**src/rtl/scan_pkg.sv**
```systemverilog
package scan_pkg;

    typedef enum logic [3:0] {
        ST_TLR, ST_RTI,
        ST_SEL_DR, ST_CAP_DR, ST_SH_DR, ST_EX1_DR, ST_PAU_DR, ST_EX2_DR, ST_UPD_DR,
        ST_SEL_IR, ST_CAP_IR, ST_SH_IR, ST_EX1_IR, ST_PAU_IR, ST_EX2_IR, ST_UPD_IR
    } tap_state_e;

    localparam int IR_W     = 6;
    localparam int DR_W     = 8;
    localparam int NUM_WR   = 9;
    localparam int FIRST_WR = 1;

    localparam logic [1:0] PFX_SEL = 2'b01;
    localparam logic [1:0] PFX_BYP = 2'b11;
    localparam logic [3:0] ADDR_ID   = 4'd0;
    localparam logic [3:0] ADDR_RSSI = 4'd2;
    localparam logic [3:0] ID_CHIP   = 4'b0001;
    localparam int RSSI_W = 5;

    localparam logic [IR_W-1:0] IR_NOOP = '0;
    localparam logic [IR_W-1:0] IR_CAPT = IR_W'(1);

    function automatic int wr_width(input int idx);
        case (idx)
            2:       return 6;
            3:       return 1;
            5:       return 7;
            7:       return 3;
            default: return 8;
        endcase
    endfunction

endpackage

```
**src/rtl/scan_tap_fsm.sv**
```systemverilog
module scan_tap_fsm
    import scan_pkg::*;
(
    input  logic       clk,
    input  logic       rst,
    input  logic       tms,
    output tap_state_e state
);
    tap_state_e nxt;

    always_comb begin
        nxt = state;
        unique case (state)
            ST_TLR:    nxt = tms ? ST_TLR    : ST_RTI;
            ST_RTI:    nxt = tms ? ST_SEL_DR : ST_RTI;
            ST_SEL_DR: nxt = tms ? ST_SEL_IR : ST_CAP_DR;
            ST_CAP_DR: nxt = tms ? ST_EX1_DR : ST_SH_DR;
            ST_SH_DR:  nxt = tms ? ST_EX1_DR : ST_SH_DR;
            ST_EX1_DR: nxt = tms ? ST_UPD_DR : ST_PAU_DR;
            ST_PAU_DR: nxt = tms ? ST_EX2_DR : ST_PAU_DR;
            ST_EX2_DR: nxt = tms ? ST_UPD_DR : ST_SH_DR;
            ST_UPD_DR: nxt = tms ? ST_SEL_DR : ST_RTI;
            ST_SEL_IR: nxt = tms ? ST_TLR    : ST_CAP_IR;
            ST_CAP_IR: nxt = tms ? ST_EX1_IR : ST_SH_IR;
            ST_SH_IR:  nxt = tms ? ST_EX1_IR : ST_SH_IR;
            ST_EX1_IR: nxt = tms ? ST_UPD_IR : ST_PAU_IR;
            ST_PAU_IR: nxt = tms ? ST_EX2_IR : ST_PAU_IR;
            ST_EX2_IR: nxt = tms ? ST_UPD_IR : ST_SH_IR;
            ST_UPD_IR: nxt = tms ? ST_SEL_DR : ST_RTI;
        endcase
    end

    always_ff @(posedge clk or posedge rst) begin
        if (rst) state <= ST_TLR;
        else     state <= nxt;
    end
endmodule

```
**src/rtl/scan_instr.sv**
```systemverilog
module scan_instr
    import scan_pkg::*;
(
    input  logic            clk,
    input  logic            rst,
    input  tap_state_e      state,
    input  logic            tdi,
    output logic [IR_W-1:0] ir_sr,
    output logic [IR_W-1:0] ir_q
);
    always_ff @(posedge clk or posedge rst) begin
        if (rst) begin
            ir_sr <= '0;
            ir_q  <= IR_NOOP;
        end else begin
            unique case (state)
                ST_CAP_IR: ir_sr <= IR_CAPT;
                ST_SH_IR:  ir_sr <= {tdi, ir_sr[IR_W-1:1]};
                ST_UPD_IR: ir_q  <= ir_sr;
                ST_TLR:    ir_q  <= IR_NOOP;
                default: ;
            endcase
        end
    end
endmodule

```
**src/rtl/scan_data_path.sv**
```systemverilog
module scan_data_path
    import scan_pkg::*;
#(
    parameter logic [3:0] ID_VER = 4'h3
) (
    input  logic                         clk,
    input  logic                         rst,
    input  tap_state_e                   state,
    input  logic                         tdi,
    input  logic [IR_W-1:0]              ir_q,
    input  logic [RSSI_W-1:0]            rssi,
    output logic                         sel,
    output logic                         byp,
    output logic [DR_W-1:0]              dr_sr,
    output logic                         byp_q,
    output logic [NUM_WR-1:0][DR_W-1:0]  regs_q
);
    logic [3:0]      addr;
    logic [DR_W-1:0] rd_val;

    assign sel  = (ir_q[IR_W-1:IR_W-2] == PFX_SEL);
    assign byp  = (ir_q[IR_W-1:IR_W-2] == PFX_BYP);
    assign addr = ir_q[3:0];

    always_comb begin
        rd_val = '0;
        if (sel) begin
            if (addr == ADDR_ID)   rd_val = {ID_CHIP, ID_VER};
            if (addr == ADDR_RSSI) rd_val = DR_W'(rssi);
        end
    end

    always_ff @(posedge clk or posedge rst) begin
        if (rst) begin
            dr_sr <= '0;
            byp_q <= 1'b0;
        end else begin
            unique case (state)
                ST_CAP_DR: begin
                    if (sel) dr_sr <= rd_val;
                    if (byp) byp_q <= 1'b0;
                end
                ST_SH_DR: begin
                    if (sel) dr_sr <= {tdi, dr_sr[DR_W-1:1]};
                    if (byp) byp_q <= tdi;
                end
                default: ;
            endcase
        end
    end

    for (genvar g = 0; g < NUM_WR; g++) begin : g_reg
        localparam int              W    = wr_width(g);
        localparam logic [DR_W-1:0] MASK = DR_W'((1 << W) - 1);
        localparam logic [3:0]      MY_A = 4'(g + FIRST_WR);
        always_ff @(posedge clk or posedge rst) begin
            if (rst)
                regs_q[g] <= '0;
            else if (state == ST_UPD_DR && sel && addr == MY_A)
                regs_q[g] <= dr_sr & MASK;
        end
    end
endmodule

```
**src/rtl/scan_reg_access.sv**
```systemverilog
module scan_reg_access
    import scan_pkg::*;
#(
    parameter logic [3:0] ID_VER = 4'h3
) (
    input  logic       si_clk,
    input  logic       si_rst,
    input  logic       si_mode,
    input  logic       si_din,
    output logic       si_dout,
    input  logic [4:0] rssi_lvl,
    output logic [7:0] cfg_vco,
    output logic [7:0] cfg_chan,
    output logic [7:0] cfg_xtrim,
    output logic [7:0] cfg_lpo_hi,
    output logic [7:0] cfg_lpo_lo,
    output logic [7:0] cfg_ctrl,
    output logic [7:0] cfg_mod,
    output logic [7:0] cfg_cur,
    output logic [7:0] cfg_en
);
    tap_state_e                  tap_state;
    logic [IR_W-1:0]             ir_sr, ir_q;
    logic [DR_W-1:0]             dr_sr;
    logic                        sel, byp, byp_q, dout_nxt;
    logic [NUM_WR-1:0][DR_W-1:0] regs_q;

    scan_tap_fsm i_fsm (
        .clk(si_clk), .rst(si_rst), .tms(si_mode), .state(tap_state)
    );

    scan_instr i_instr (
        .clk(si_clk), .rst(si_rst), .state(tap_state), .tdi(si_din),
        .ir_sr(ir_sr), .ir_q(ir_q)
    );

    scan_data_path #(.ID_VER(ID_VER)) i_dp (
        .clk(si_clk), .rst(si_rst), .state(tap_state), .tdi(si_din),
        .ir_q(ir_q), .rssi(rssi_lvl), .sel(sel), .byp(byp),
        .dr_sr(dr_sr), .byp_q(byp_q), .regs_q(regs_q)
    );

    always_comb begin
        dout_nxt = 1'b0;
        unique case (tap_state)
            ST_SH_IR: dout_nxt = ir_sr[0];
            ST_SH_DR: dout_nxt = sel ? dr_sr[0] : (byp ? byp_q : 1'b0);
            default:  dout_nxt = 1'b0;
        endcase
    end

    always_ff @(negedge si_clk or posedge si_rst) begin
        if (si_rst) si_dout <= 1'b0;
        else        si_dout <= dout_nxt;
    end

    assign cfg_vco    = regs_q[0];
    assign cfg_chan   = regs_q[1];
    assign cfg_xtrim  = regs_q[2];
    assign cfg_lpo_hi = regs_q[3];
    assign cfg_lpo_lo = regs_q[4];
    assign cfg_ctrl   = regs_q[5];
    assign cfg_mod    = regs_q[6];
    assign cfg_cur    = regs_q[7];
    assign cfg_en     = regs_q[8];
endmodule

```
**config.mk**
```make
export PLATFORM = sky130hd
export DESIGN_NAME = scan_reg_access
export DESIGN_NICKNAME = d
export VERILOG_FILES = /design/src/rtl/scan_pkg.sv /design/src/rtl/scan_tap_fsm.sv /design/src/rtl/scan_instr.sv /design/src/rtl/scan_data_path.sv /design/src/rtl/scan_reg_access.sv
export SDC_FILE = /design/constraint.sdc
export NUM_CORES = 1
export LEC_CHECK = 0
export BUFFER_PORTS_ARGS = -buffer_cell sky130_fd_sc_hd__buf_2
export CAP_MARGIN = 10
export CORE_ASPECT_RATIO = 1.4
export CORE_MARGIN = 2
export CORE_UTILIZATION = 54
export CTS_CLUSTER_DIAMETER = 150
export DETAILED_ROUTE_END_ITERATION = 10
export PLACE_DENSITY = 0.9
export SETUP_SLACK_MARGIN = 0.02
export SYNTH_ARGS = -nofsm -noshare
export SYNTH_HDL_FRONTEND = slang
export SYNTH_SLANG_ARGS = --single-unit
```
**constraint.sdc**
```tcl
create_clock -name si_clk -period 2.85 [get_ports si_clk]
set_input_delay 0.4275 -clock si_clk [delete_from_list [all_inputs] [get_ports si_clk]]
set_output_delay 0.4275 -clock si_clk [all_outputs]
set_load 0.01 [all_outputs]
```
==> qor.yml <==
holdPathStages: 2
swShare_pct: 33.2
pin_count: 82
slew_headroom_pct: 33.2
critPathRequiredTime_ns: 2.42
final.fill_count: 478
core_sq_um: 6530
wl_per_cell_microns: 17.4
startpoint_type: "flip-flop"
ys_ff_latch: 83
synthDistinctLibCells: 45
worst_slew_pin_slew_ns: 1.00
final_cell_mix: "82 x dfrtp_1, 66 x buf_2, 55 x mux2_2"
antenna_found_initial: 0
total_leakage_power_nw: 2.27
die_y_microns: 101
cts_tree: "yes"
num_vias: 2489
antenna_cells: 0
vdd_drop_max_v: 0.000476
cts-hold-fix-buffers: 0
ant_nets: 0
drive_gt1_share_pct: 41.2
cts-root-buf: "clkbuf_8"
hold_viol_final: 0
r2r_cells: 4
gp_congestion: 0.910
avgViaCountPerCell: 5.62
grt_max_degree: 83
area_delta_synth_final_pct: 16.9
crit_type: "reg -> out"
drc: 0
path_depth: 1
status: "completed"
ys.flop_type: "dfrtp_1"
powerDensity_nw_per_um2: 827
h-tree-depth: 3
startpoint: "si_dout"
cts_setup_buffers: 0
final_common_cell: "dfrtp_1"
path_cells: "buf_2"
ys_async_sr_fraction_pct: 100
cp.arrival_ns: 2.27
cts_buffers: 9
netlist_area_sq_um: 3620
final_max_slew_viol_count: 0
dp.final_hpwl_microns: 5300
fin_worst_skew_ns: 0.0195
overflow: 0
reg2reg_from: "i_fsm.state[1]"
portBuffers: 66
end_kind: "output pin"
seqPwrFrac_pct: 45.0
setup_viol: 0
cts_sinks: 83
cts-resized-gates: 0
maxCapViolations: 0
cp_num_buf_inv: 1
fp.dieArea_sq_um: 7380
dr.pass1.iters: 4
grt_usage_pct: 21.9
synth_edf_count: 0
cts.reportedPaths.clkPinSlew_ns: 0.08
grt_pass1_wl_microns: 12100
timing.rr.end: "si_dout"
crit_path_max_incr_delay_ns: 0.39
num_rows: 35
start_util_pct: 55.5
pwr-share-clk_pct: 30.2
rsz0062_at_grt: "no"
min_path_type: "in -> reg"
power_frac_comb_pct: 24.8
p_int_mw: 2.34
critPathMaxFanout: 1
worst_slack_ns: 0.149
slowest_stage: "dfrtn_1"
first_global_vias: 2400
reg2reg_setup_slack_ns: 0.32
clockBufferDepth: 2
nets: 373
routed_wirelength_microns: 7700
drt_iter0_markers: 180
yosys_warnings: 0
pre_cts_ws_ns: 0.357
postSynthAreaPerCell_sq_um: 12.1
synthCells: 299
critPathCapture: "si_dout"
clk_latency_ns: 0.35
die_w_microns: 73.2
ys_seq_area_share_pct: 57.4
crit_family: "flip-flops"
tns_ns: 0
p_switching_mw: 1.16
## power groups by stage
stage | Sequential [mW] | Clock (mW) | Combinational [mW]
after global placement | 1.57 | 0 | 0.818
final | 1.57 | 1.06 | 0.870
after CTS | 1.57 | 1.07 | 0.870
after floorplan | 1.47 | 0 | 0.738
after detailed placement | 1.59 | 0 | 0.861
after global routing | 1.61 | 1.12 | 0.969
## synthesized netlist by cell type, types with 2 or more instances
cell	count	area share [%]
nor4b_1	2	0.48
a311oi_1	2	0.48
nor2_1	18	1.9
clkbuf_1	13	1.3
a21oi_1	10	1.4
a22oi_1	2	0.41
a211o_1	2	0.48
mux2_1	3	0.93
nand2_1	25	2.6
nand2b_1	3	0.52
inv_1	3	0.31
mux2_2	55	17
a22o_1	3	0.73
o31ai_1	4	0.83
buf_4	15	3.1
nand3_1	6	0.83
nor2b_1	2	0.35
buf_1	5	0.52
nor3_1	2	0.28
dfrtp_1	82	57
or4b_1	2	0.55
o22ai_1	7	1.2
o21ai_0	11	1.5
## worst min path at each step
stage	startpoint	slack (ns)	end
CTS	si_din	0.35	i_dp.dr_sr[7]
floorplan	i_dp.byp_q	0.44	i_dp.byp_q
global route	si_din	0.35	i_dp.dr_sr[7]
global placement	i_dp.byp_q	0.46	i_dp.byp_q
finish	si_din	0.37	i_dp.dr_sr[7]
detailed placement	i_instr.ir_sr[5]	0.48	i_instr.ir_sr[5]
## state kept, by name (all words and copies together) (netlist names)
| name | count |
|---|---|
| i_instr.ir_sr | 6 |
| si_dout | 1 |
| i_dp.regs_q | 57 |
| i_fsm.state | 4 |
| i_dp.byp_q | 1 |
| i_dp.dr_sr | 8 |
| i_instr.ir_q | 6 |
## cells by family after synthesis
| logic type | count (synthesis) | synth area share, % |
|---|---|---|
| AOI/OAI and AO/OA | 46 | 8.12 |
| xor gates and xnor gates | 1 | 0.242 |
| buffers and inverters | 37 | 5.43 |
| DFF | 83 | 57.4 |
| muxes | 59 | 18.3 |
| other | 1 | 0.104 |
| and+or+nand+nor | 72 | 10.4 |
## stage by stage
stage	power [mW]	std cells	cell area (sq um)	hold slack, ns	utilization, %
floorplan	2.21	313	3680	0.443	-
global route	3.70	443	4230	0.352	64.9
CTS	3.51	443	4230	0.353	64.9
detailed placement	2.45	427	3970	0.479	60.9
finish	3.50	443	4230	0.369	64.9
global placement	2.39	427	3970	0.460	60.9
## cell type report
| type | count | area (sq um) | area share [%] |
|---|---|---|---|
| inverter | 3 | 15.0 | 0.355 |
| sequential | 83 | 2080 | 49.1 |
| timing repair buffer | 74 | 390 | 9.22 |
| multi-input combinational | 193 | 1400 | 33.0 |
| tap | 74 | 92.6 | 2.19 |
| clock inverter | 5 | 108 | 2.54 |
| clock buffer | 11 | 151 | 3.58 |
## metal layers
metal / GRT usage (%) / part of all wire, % / vias to the layer above
met3: 5.30 / 4.5 / 16
met2: 35.7 / 53 / 80
li1: - / - / 1152
met1: 27.6 / 40 / 1241
met4: 9.40 / 2.6 / 0
met5: 0 / 0 / -
Power figures use the tool's default switching activity.
